[src/rtl/wl_pkg.sv]
package wl_pkg;
  localparam int unsigned RND_W    = 16;
  localparam logic [15:0] RND_SEED = 16'hACE1;

  typedef enum logic {
    DIR_READ  = 1'b0,
    DIR_WRITE = 1'b1
  } dir_e;
endpackage

[src/rtl/wl_lfsr.sv]
module wl_lfsr
  import wl_pkg::*;
#(
  parameter int unsigned OUT_W = 4
) (
  input  logic             clk,
  input  logic             rst_n,
  output logic [OUT_W-1:0] rnd
);
  logic [RND_W-1:0] state_q;
  logic             fb;

  assign fb  = state_q[15] ^ state_q[13] ^ state_q[12] ^ state_q[10];
  assign rnd = state_q[OUT_W-1:0];

  always_ff @(posedge clk) begin
    if (!rst_n) state_q <= RND_SEED;
    else        state_q <= {state_q[RND_W-2:0], fb};
  end

  // a maximal-length register never falls into the all-zero lock state
  p_nonzero_r4: assert property (@(posedge clk) disable iff (!rst_n)
    state_q != '0);
  // the register moves on every clock
  p_advance_r8: assert property (@(posedge clk) disable iff (!rst_n)
    rst_n |=> state_q != $past(state_q));
endmodule

[src/rtl/wl_shift_table.sv]
module wl_shift_table #(
  parameter int unsigned PAGES = 64,
  parameter int unsigned ROT_W = 4,
  localparam int unsigned PW   = $clog2(PAGES)
) (
  input  logic             clk,
  input  logic             rst_n,
  input  logic             alloc_valid,
  input  logic [PW-1:0]    alloc_page,
  input  logic [ROT_W-1:0] new_rot,
  input  logic [PW-1:0]    rd_page,
  output logic [ROT_W-1:0] rd_rot
);
  logic [ROT_W-1:0] rot_q [PAGES];

  always_ff @(posedge clk) begin
    if (!rst_n) begin
      for (int p = 0; p < PAGES; p++) rot_q[p] <= '0;
    end else if (alloc_valid) begin
      rot_q[alloc_page] <= new_rot;
    end
  end

  // Read sees the stored value only: a same-cycle allocation applies next cycle
  assign rd_rot = rot_q[rd_page];

  // an allocation captures the random bits offered in its cycle
  p_capture_r4: assert property (@(posedge clk) disable iff (!rst_n)
    alloc_valid |=> rot_q[$past(alloc_page)] == $past(new_rot));
  // without an allocation, a page read twice gives the same rotate
  p_hold_r5: assert property (@(posedge clk) disable iff (!rst_n)
    !alloc_valid |=> (rd_page != $past(rd_page)) || (rd_rot == $past(rd_rot)));
endmodule

[src/rtl/wl_line_map.sv]
module wl_line_map
  import wl_pkg::*;
#(
  parameter int unsigned LINE_W = 4
) (
  input  logic [LINE_W-1:0] rot,
  input  logic [LINE_W-1:0] line_in,
  input  dir_e              dir,
  output logic [LINE_W-1:0] line_out
);
  logic [LINE_W-1:0] fwd, back;

  // Power-of-two line count: modulo comes from truncation
  assign fwd  = line_in + rot;
  assign back = line_in - rot;
  assign line_out = (dir == DIR_WRITE) ? fwd : back;

  // the read path inverts the write path for every input
  always_comb begin
    p_inverse_r3: assert (LINE_W'(fwd - rot) == line_in && LINE_W'(back + rot) == line_in);
  end
endmodule

[src/rtl/wl_rotator.sv]
module wl_rotator
  import wl_pkg::*;
#(
  parameter int unsigned PAGES = 64,
  parameter int unsigned LINES = 16,
  localparam int unsigned PW   = $clog2(PAGES),
  localparam int unsigned LW   = $clog2(LINES)
) (
  input  logic          clk,
  input  logic          rst_n,
  input  logic          alloc_valid,
  input  logic [PW-1:0] alloc_page,
  input  logic          req_valid,
  output logic          req_ready,
  input  logic [PW-1:0] req_page,
  input  logic [LW-1:0] req_line,
  input  logic          req_write,
  output logic          resp_valid,
  input  logic          resp_ready,
  output logic [LW-1:0] resp_line
);
  logic [LW-1:0] fresh_rot;
  logic [LW-1:0] page_rot;
  dir_e          dir;

  assign dir = req_write ? DIR_WRITE : DIR_READ;

  wl_lfsr #(.OUT_W(LW)) u_rnd (
    .clk(clk), .rst_n(rst_n), .rnd(fresh_rot)
  );

  wl_shift_table #(.PAGES(PAGES), .ROT_W(LW)) u_tab (
    .clk(clk), .rst_n(rst_n),
    .alloc_valid(alloc_valid), .alloc_page(alloc_page), .new_rot(fresh_rot),
    .rd_page(req_page), .rd_rot(page_rot)
  );

  wl_line_map #(.LINE_W(LW)) u_map (
    .rot(page_rot), .line_in(req_line), .dir(dir), .line_out(resp_line)
  );

  assign resp_valid = req_valid;
  assign req_ready  = resp_ready;

  // a stalled response stays offered and unchanged while the sender holds
  p_stall_hold_r7: assert property (@(posedge clk) disable iff (!rst_n)
    (resp_valid && !resp_ready && !alloc_valid) |=>
      resp_valid && (!$stable(req_page) || !$stable(req_line) || !$stable(req_write)
                     || $stable(resp_line)));
endmodule

[config.mk]
export PLATFORM = sky130hd
export DESIGN_NAME = wl_rotator
export DESIGN_NICKNAME = d
export VERILOG_FILES = /design/src/rtl/wl_pkg.sv /design/src/rtl/wl_lfsr.sv /design/src/rtl/wl_shift_table.sv /design/src/rtl/wl_line_map.sv /design/src/rtl/wl_rotator.sv
export SDC_FILE = /design/constraint.sdc
export NUM_CORES = 1
export LEC_CHECK = 0
export BUFFER_PORTS_ARGS = -buffer_cell sky130_fd_sc_hd__buf_2
export CAP_MARGIN = 5
export CORE_MARGIN = 2
export CORE_UTILIZATION = 35
export CTS_CLUSTER_DIAMETER = 40
export CTS_CLUSTER_SIZE = 16
export DETAILED_ROUTE_END_ITERATION = 16
export PLACE_DENSITY = 0.51
export REMOVE_ABC_BUFFERS = 1
export SETUP_SLACK_MARGIN = 0.15
export SYNTH_ARGS = -nofsm -noshare
export SYNTH_HDL_FRONTEND = slang
export SYNTH_SLANG_ARGS = --single-unit
export TNS_END_PERCENT = 30
[constraint.sdc]
create_clock -name clk -period 6.65 [get_ports clk]
set_input_delay 0.665 -clock clk [delete_from_list [all_inputs] [get_ports clk]]
set_output_delay 0.665 -clock clk [all_outputs]
set_load 0.02 [all_outputs]
==> flow_summary.rst, run 1 <==
.. list-table::
   :header-rows: 1

   * - Metric
     - Value
   * - All-Layer GR Usage
     - 0.1826
   * - Arrival time of the worst setup path
     - 4620 ps
   * - Cts bufs inserted
     - 41
   * - Normalized max-slew margin
     - 0.3024
   * - Post-CTS setup buffer count
     - 0
   * - Wire length of the first global-routing pass
     - 53140 microns
   * - Starting Density
     - 0.3542
   * - Pleak
     - 6.375 nW
   * - Unrepaired setup endpoints after global routing
     - false
   * - Rows
     - 71
   * - Met3 track utilization from global routing
     - 0.02984
   * - Final wirelength
     - 35050 microns
   * - Number of violations of the max-capacitance limit
     - 0
   * - Sequential share of the synthesized area
     - 0.6030
   * - Slew Limit Fails
     - 0
   * - Combined area of all synthesized cells
     - 13280 sq um
   * - Port-buffer cells
     - 23
   * - Synth Warn #
     - 0
   * - CTS tree
     - built
   * - Vias post-DR
     - 8077
   * - Final period utilization
     - 0.7952
   * - Post_cts resized
     - 0
   * - Hold path start
     - u_rnd.state_q[9]
   * - Total Die Area
     - about 40000 sq um
   * - Cell repeated most along the worst path
     - xnor2_1
   * - Sink count of the clock tree
     - 272
   * - Top achievable clock speed
     - 0.1891 GHz
   * - Library cells used by synthesis
     - 53
   * - Critical Path Source Type
     - input pin
   * - Antenna diodes
     - 0
   * - Adder-cell share of the synthesized area
     - 0.005276
   * - Critical path capture point type
     - output port
   * - TNS Setup
     - 0 ps
   * - Worst skew pair latency
     - 530 ps
   * - Setup crit start
     - req_page[0]
   * - Status
     - complete, no violations
   * - GRT overflow
     - 0
   * - Actual slew at the worst max-slew pin
     - 1020 ps
   * - Complex-gate fraction of the synthesized area
     - 0.02158
   * - Cell with the biggest individual delay on the critical path
     - a2111oi_0
   * - Period minus WS final
     - approximately 5300 ps
   * - Dominant register cell in the synthesized netlist
     - edfxtp_1
   * - Area of the placeable core
     - between 30000 and 40000 sq um
   * - Startpoint-to-endpoint class of the critical path
     - in2out
   * - Clock-pin transition on the worst setup and hold timing paths
     - 50 ps
   * - Number of hold violations in the final report
     - 0
   * - Power density over the cells
     - 301.4 nW/um^2
   * - Highest-count cells in the layout ignoring fill and taps
     - 256 x edfxtp_1, 209 x and3_1, 120 x nand2_1, 59 x and2_1, 43 x clkbuf_16
   * - Drt first pass iters
     - 5
   * - Slowest cell delay on critical path
     - 910 ps
   * - Commonest non-fill, non-tap cell in the layout
     - edfxtp_1
   * - Synthesized netlist cell count
     - 1025
   * - Hold-fix buffers at CTS
     - 0
   * - Critical register-to-register path startpoint
     - u_rnd.state_q[1]
   * - Max clock buf depth
     - 3
   * - Number of endpoints failing setup at the final stage
     - 0
   * - Met1 Use GR
     - 0.2607
   * - DRC errors left
     - 0
   * - Post-DP HPWL
     - ~22000 microns
   * - Die Y
     - 198.8 microns
   * - H-tree levels
     - 2
   * - Number of flops mapped to enable cells by yosys
     - approximately 260
   * - Count of nets left with antenna violations after detail routing
     - 0
   * - Critical path required time
     - 5980 ps
   * - XOR/XNOR Fraction of Synth Area
     - 0.005276
   * - Number of synthesized register bits
     - 272
   * - Placer's final routability congestion estimate
     - 0.8364
   * - Growth of design area from synthesis to finish
     - 14.73%
   * - Layout cells sized above 1
     - 0.1871
   * - Maximum number of pins on one net before global-route repair
     - 81
   * - Cell breakdown of the critical path
     - buf_2 -> buf_4 -> mux4_1 -> mux2_2 -> a2111oi_0 -> or3_1 -> xnor2_1 -> ha_1 -> a21oi_1 -> xor2_1 -> xnor2_1 -> xnor2_1 -> buf_2
   * - Root buffer selected by CTS
     - clkbuf_16
   * - Async set or reset register ratio after synthesis
     - 0
   * - Fraction of synthesized area in multiplexers
     - 0.1271
   * - Worst Path Max Fanout
     - 15
   * - Met2 GRT Util
     - 0.2876
   * - Number of nets at the end of the flow
     - 1031
   * - Dominant combinational cell family by area after synthesis
     - simple AND/OR/NAND/NOR gates
   * - Most utilized layer in the global route result
     - met2
   * - Routed vias/inst
     - 5.218
   * - Avg Inst Size Synth
     - 12.96 sq um
   * - Fill cells
     - 3508
   * - Worst IR Drop VDD
     - 0.1953 mV
   * - Worst min-delay path category
     - reg2reg
   * - Number of global-route vias before repair
     - a little over 8k
   * - Total non-filler cell area in the finished layout
     - 15240 sq um
   * - X dimension of the die
     - slightly below 200 microns
   * - Post-Route Skew
     - between 10 and 15 ps
   * - Simple-gate area share of the yosys netlist
     - 0.1948
   * - Number of design-rule violations left by the first detailed-router iteration
     - 786
   * - Number of antenna violations at the first check in global routing
     - 0
   * - Number of ports placed on the die boundary
     - 28
   * - Routed wire length per instance
     - 22.64 microns
   * - Placed instance area
     - 13780 sq um
==> worst max-delay path, delay by kind of cell <==
family / cells / cell delay, ps
mux: 2 / 840
simple gates: 1 / 260
buf+inv: 3 / 850
fa+ha+maj: 1 / 290
compound gates: 2 / 1070
xor+xnor: 4 / 620
==> power breakdown <==
group,switching (mW),leakage (nW),internal [mW]
Clock,0.815,0.694,1.45
Combinational,0.239,2.92,0.121
Sequential,0.0311,2.77,1.93
==> sequential cells by signal (all words and copies together), names as in the netlist <==
name and cells:
u_tab.rot_q 256, u_rnd.state_q 16
==> Yosys cell counts (7+ instances only) <==
master | instances | share of area
a22oi_1 | 11 | 0.0062
and2_1 | 59 | 0.028
and3_1 | 209 | 0.098
buf_1 | 7 | 0.0020
buf_2 | 9 | 0.0034
buf_4 | 8 | 0.0045
clkbuf_1 | 88 | 0.025
dfxtp_1 | 16 | 0.024
edfxtp_1 | 256 | 0.58
inv_1 | 8 | 0.0023
mux2_2 | 12 | 0.010
mux2i_1 | 40 | 0.030
mux4_1 | 13 | 0.026
mux4_2 | 36 | 0.061
nand2_1 | 120 | 0.034
nand2b_1 | 14 | 0.0066
nand3_1 | 7 | 0.0026
nor2_1 | 27 | 0.0076
o21ai_0 | 11 | 0.0041
==> stage by stage <==
stage	hold slack [ps]	utilization	total power [mW]	worst slack, ps	cells
floorplan	386.3	-	2.178	2396	907
global placement	389.8	0.3677	2.362	1413	1472
detailed placement	396.1	0.3677	2.363	1426	1472
CTS	410.8	0.4064	4.637	1400	1548
global route	420.7	0.4064	4.733	1066	1548
finish	406.1	0.4064	4.592	1362	1548
==> final timing paths <==
| check | endpoint | slack, ps | cells past startpoint |
|---|---|---|---|
| max | resp_line[3] | 1360 | 13 |
| min | u_rnd.state_q[10] | 410 | 1 |
| max reg2reg | u_tab.rot_q[32][1] | 5060 | 2 |
| min reg2reg | u_rnd.state_q[10] | 410 | 1 |
==> cells by family after synthesis <==
logic type	after synthesis
compound gates	43
xor+xnor	8
fa+ha+maj	5
buf+inv	126
flops	272
mux	101
simple gates	470
==> final cells by class <==
cell class              count  area [sq um]  share of cell area
flip-flops and latches    272          8013              0.5259
multi-input cells         627          4751              0.3118
clock buffers              50          1122             0.07366
well taps                 511         639.4             0.04196
repair buffers             54         350.3             0.02299
clock inverters            26         330.3             0.02168
inverters                   8         30.03            0.001971
==> routing by layer <==
layer,vias to the layer above,wire [microns]
li1,3775,-
met1,4025,16400
met5,-,0
met3,59,1739
met2,218,16110
met4,0,792
Power figures use the tool's default switching activity.
==> run 2: changes to the inputs <==
--- a/config.mk
+++ b/config.mk
@@ -5,6 +5,7 @@
 export SDC_FILE = /design/constraint.sdc
 export NUM_CORES = 1
 export LEC_CHECK = 0
+export ABC_AREA = 1
 export BUFFER_PORTS_ARGS = -buffer_cell sky130_fd_sc_hd__buf_2
 export CAP_MARGIN = 5
 export CORE_MARGIN = 2
==> constraint.sdc (replaced) <==
create_clock -name clk -period 5.1 [get_ports clk]
set_input_delay 0.51 -clock clk [delete_from_list [all_inputs] [get_ports clk]]
set_output_delay 0.51 -clock clk [all_outputs]
set_load 0.02 [all_outputs]
==> flow_summary.rst, run 2 <==
.. list-table::
   :header-rows: 1

   * - Metric
     - Value
   * - Status
     - complete, no violations
   * - Wire length of the first global-routing pass
     - 54870 microns
   * - Cts bufs inserted
     - 42
   * - Clock-pin transition on the worst setup and hold timing paths
     - 60 ps
   * - Total non-filler cell area in the finished layout
     - 14760 sq um
   * - Pleak
     - 5.857 nW
   * - Sink count of the clock tree
     - between 200 and 300
   * - Flip-flop count of the largest register, all copies and words added
     - about 260
   * - Commonest non-fill, non-tap cell in the layout
     - nand2_1
   * - Commonest cells post-synth
     - 475 x nand2_1, 263 x nor2_1, 256 x edfxtp_1
   * - Final worst slack
     - 803.1 ps
   * - Pint
     - ~4.5 mW
   * - Top reg by flops
     - u_tab.rot_q
   * - Combined area of all synthesized cells
     - 12730 sq um
   * - Routed wire length per instance
     - 18.48 microns
   * - Utilization of the core after routing
     - 0.4130
   * - Maximum number of pins on one net before global-route repair
     - 65
   * - Period minus WS final
     - 4297 ps
   * - Post-Route Skew
     - ~19 ps
   * - Net Switching
     - about 1.4 mW
   * - Number of ports placed on the die boundary
     - 28
   * - Register-to-Register Setup Slack
     - 3400 ps
   * - Top Registers
     - u_tab.rot_q (256), u_rnd.state_q (16)
   * - Worst IR Drop VDD
     - 0.2272 mV
   * - Number of endpoints failing setup at the final stage
     - 0
   * - Synthesized netlist cell count
     - 1395
   * - Hold-fix buffers at CTS
     - 0
   * - Final period utilization
     - 0.8425
   * - Yosys top cell area share
     - 0.6037
   * - Total Die Area
     - between 30000 and 40000 sq um
   * - Final wirelength
     - 34880 microns
   * - Area of the placeable core
     - between 30000 and 40000 sq um
   * - Unrepaired setup endpoints after global routing
     - false
   * - Critical register-to-register path startpoint
     - u_rnd.state_q[3]
   * - Count of nets left with antenna violations after detail routing
     - 0
   * - Placed instance area
     - 13320 sq um
   * - Overall power after layout
     - slightly below 6 mW
   * - Vias post-DR
     - 9603
   * - GRT overflow
     - 0
   * - Die Y
     - 194.7 microns
   * - Area used by multi-input combinational logic
     - 4229 sq um
   * - Worst skew pair latency
     - 530 ps
   * - Sequential share of the synthesized area
     - 0.6289
   * - Synth top area cells
     - edfxtp_1 60%, nand2_1 14%, nand3_1 8.6%
   * - CTS tree
     - built
   * - Switching Share
     - 0.2428
   * - Worst Hold End
     - u_rnd.state_q[11]
   * - Worst Reg-to-Reg Cells
     - 3
   * - DRC errors left
     - 0
   * - Startpoint-to-endpoint class of the critical path
     - in2out
   * - Cell depth of the worst hold path
     - 2
   * - Worst Path Max Fanout
     - 31
   * - Worst min-delay path category
     - in2reg
   * - H-tree levels
     - 2
   * - Routed vias/inst
     - 5.086
   * - Drt first pass iters
     - 5
   * - X dimension of the die
     - 194.7 microns
   * - Number of nets at the end of the flow
     - 1420
   * - Post_cts resized
     - 0
   * - Arrival time of the worst setup path
     - 3790 ps
   * - Post-placement setup slack
     - 793.1 ps
   * - Avg Inst Size Synth
     - 9.128 sq um
   * - Synth Warn #
     - 0
   * - Register area
     - 8008 sq um
   * - Post-DP HPWL
     - 22050 microns
   * - Fill cells
     - around 3.6k
   * - Reg power frac
     - 0.430
   * - Slew Limit Fails
     - 0
   * - Port-buffer cells
     - 23
   * - Number of hold violations in the final report
     - 0
   * - Actual slew at the worst max-slew pin
     - 1068 ps
   * - Critical path capture point type
     - output port
   * - Hold path start
     - rst_n
   * - Root buffer selected by CTS
     - clkbuf_16
   * - Placer's final routability congestion estimate
     - 0.8154
   * - Async set or reset register ratio after synthesis
     - 0
   * - All-Layer GR Usage
     - 0.1878
   * - Cell type with the highest aggregate area in the netlist
     - edfxtp_1
   * - TNS Setup
     - 0 ps
   * - Post-CTS setup buffer count
     - 0
   * - Endpoint of the most critical register-to-register path
     - u_tab.rot_q[45][3]
   * - Rows
     - 69
   * - Number of antenna violations at the first check in global routing
     - 1
   * - Number of flops mapped to enable cells by yosys
     - 256
   * - Critical path required time
     - 4590 ps
   * - Number of synthesized register bits
     - 272
   * - Power density over the cells
     - 401.9 nW/um^2
   * - Library cell with the highest instance count after synthesis
     - nand2_1
   * - Number of design-rule violations left by the first detailed-router iteration
     - 744
   * - Library cells used by synthesis
     - 22
   * - Part of the total power dissipated in the clock network
     - 0.488
   * - Normalized max-slew margin
     - 0.2825
   * - Number of global-route vias before repair
     - 9726
   * - Top achievable clock speed
     - 0.2327 GHz
   * - Critical Path Source Type
     - input pin
   * - Max clock buf depth
     - 3
   * - Starting Density
     - 0.3563
   * - Dominant register cell in the synthesized netlist
     - edfxtp_1
   * - Number of violations of the max-capacitance limit
     - 0
   * - Growth of design area from synthesis to finish
     - 15.93%
   * - Layout cells sized above 1
     - 0.09187
   * - Highest-count cells in the layout ignoring fill and taps
     - 475 x nand2_1, 263 x nor2_1, 256 x edfxtp_1, 218 x nand3_1, 46 x clkbuf_16
   * - Combinational fraction of design power
     - 0.082
## run 2: cell count changes in the layout (fill, tap and decap cells not counted), moves of 12 or more
cell | before | now
and2_1 | 59 | 0
and3_1 | 209 | 0
buf_4 | 32 | 19
inv_1 | 8 | 33
mux2_2 | 12 | 0
mux2i_1 | 40 | 0
mux4_1 | 13 | 0
mux4_2 | 36 | 0
nand2_1 | 120 | 475
nand2b_1 | 14 | 0
nand3_1 | 7 | 218
nor2_1 | 20 | 263
## run 2: logic make-up after synthesis
logic type / count (synthesis) / share of synthesized area
buffers and inverters: 131 / 0.04323
adder cells (fa/ha/maj): 5 / 0.005503
XOR/XNOR: 5 / 0.003440
AND/OR/NAND/NOR: 978 / 0.3172
AO/OA/AOI/OAI: 4 / 0.001769
flip-flops: 272 / 0.6289
## run 2: metal layers
layer,track usage,part of all wire,vias up
met2,0.3203,0.49,269
met1,0.2398,0.42,4608
li1,-,-,4646
met5,0,0,-
met3,0.02759,0.047,80
met4,0.07718,0.036,0
## run 2: cell type report
type	count	area share
well taps	461	0.03907
clock inverters	27	0.01865
repair buffers	45	0.02356
flip-flops and latches	272	0.5425
multi-input cells	992	0.2865
clock buffers	50	0.07900
inverters	40	0.01059
diodes	1	0.0001695
## run 2: worst max-delay path by stage
stage,cells past startpoint,start,to,slack (ps)
2_1_floorplan,21,req_page[0],resp_line[3],140
3_3_place_gp,24,req_page[0],resp_line[3],830
3_5_place_dp,24,req_page[0],resp_line[3],790
4_1_cts,24,req_page[0],resp_line[3],790
5_1_grt,23,req_page[0],resp_line[3],440
6_report,24,req_page[0],resp_line[3],800
## run 2: critical path, cell delays in order
cell and delay, ps:
buf_4 200, clkinv_2 300, buf_12 270, nand2_1 70, nand3_1 60, nand3_1 120, nand2_1 100, nand2_1 80
nand3_1 80, nand3_1 150, nand2_1 100, inv_1 90, ha_1 140, nor2_1 40, xor2_1 160, ha_1 320
a21oi_1 160, nand2_1 70, xor2_1 150, nand3b_1 160, nand2_1 110, nand3_1 90, nand2_1 70, buf_2 160
## run 2: per-stage QoR
| stage | hold slack [ps] | instances |
|---|---|---|
| finish | 344.7 | 1888 |
| global route | 357.9 | 1888 |
| CTS | 346.7 | 1887 |
| detailed placement | 391.1 | 1810 |
| global placement | 385.0 | 1810 |
| floorplan | 379.5 | 1304 |
## run 2: power groups by stage
stage          combinational (mW)  clock (mW)  sequential [mW]
2_1_floorplan               0.269           0             2.58
3_3_place_gp                0.487           0             2.60
3_5_place_dp                0.490           0             2.60
4_1_cts                     0.492        2.94             2.55
5_1_grt                     0.540        3.04             2.56
6_report                    0.487        2.90             2.55
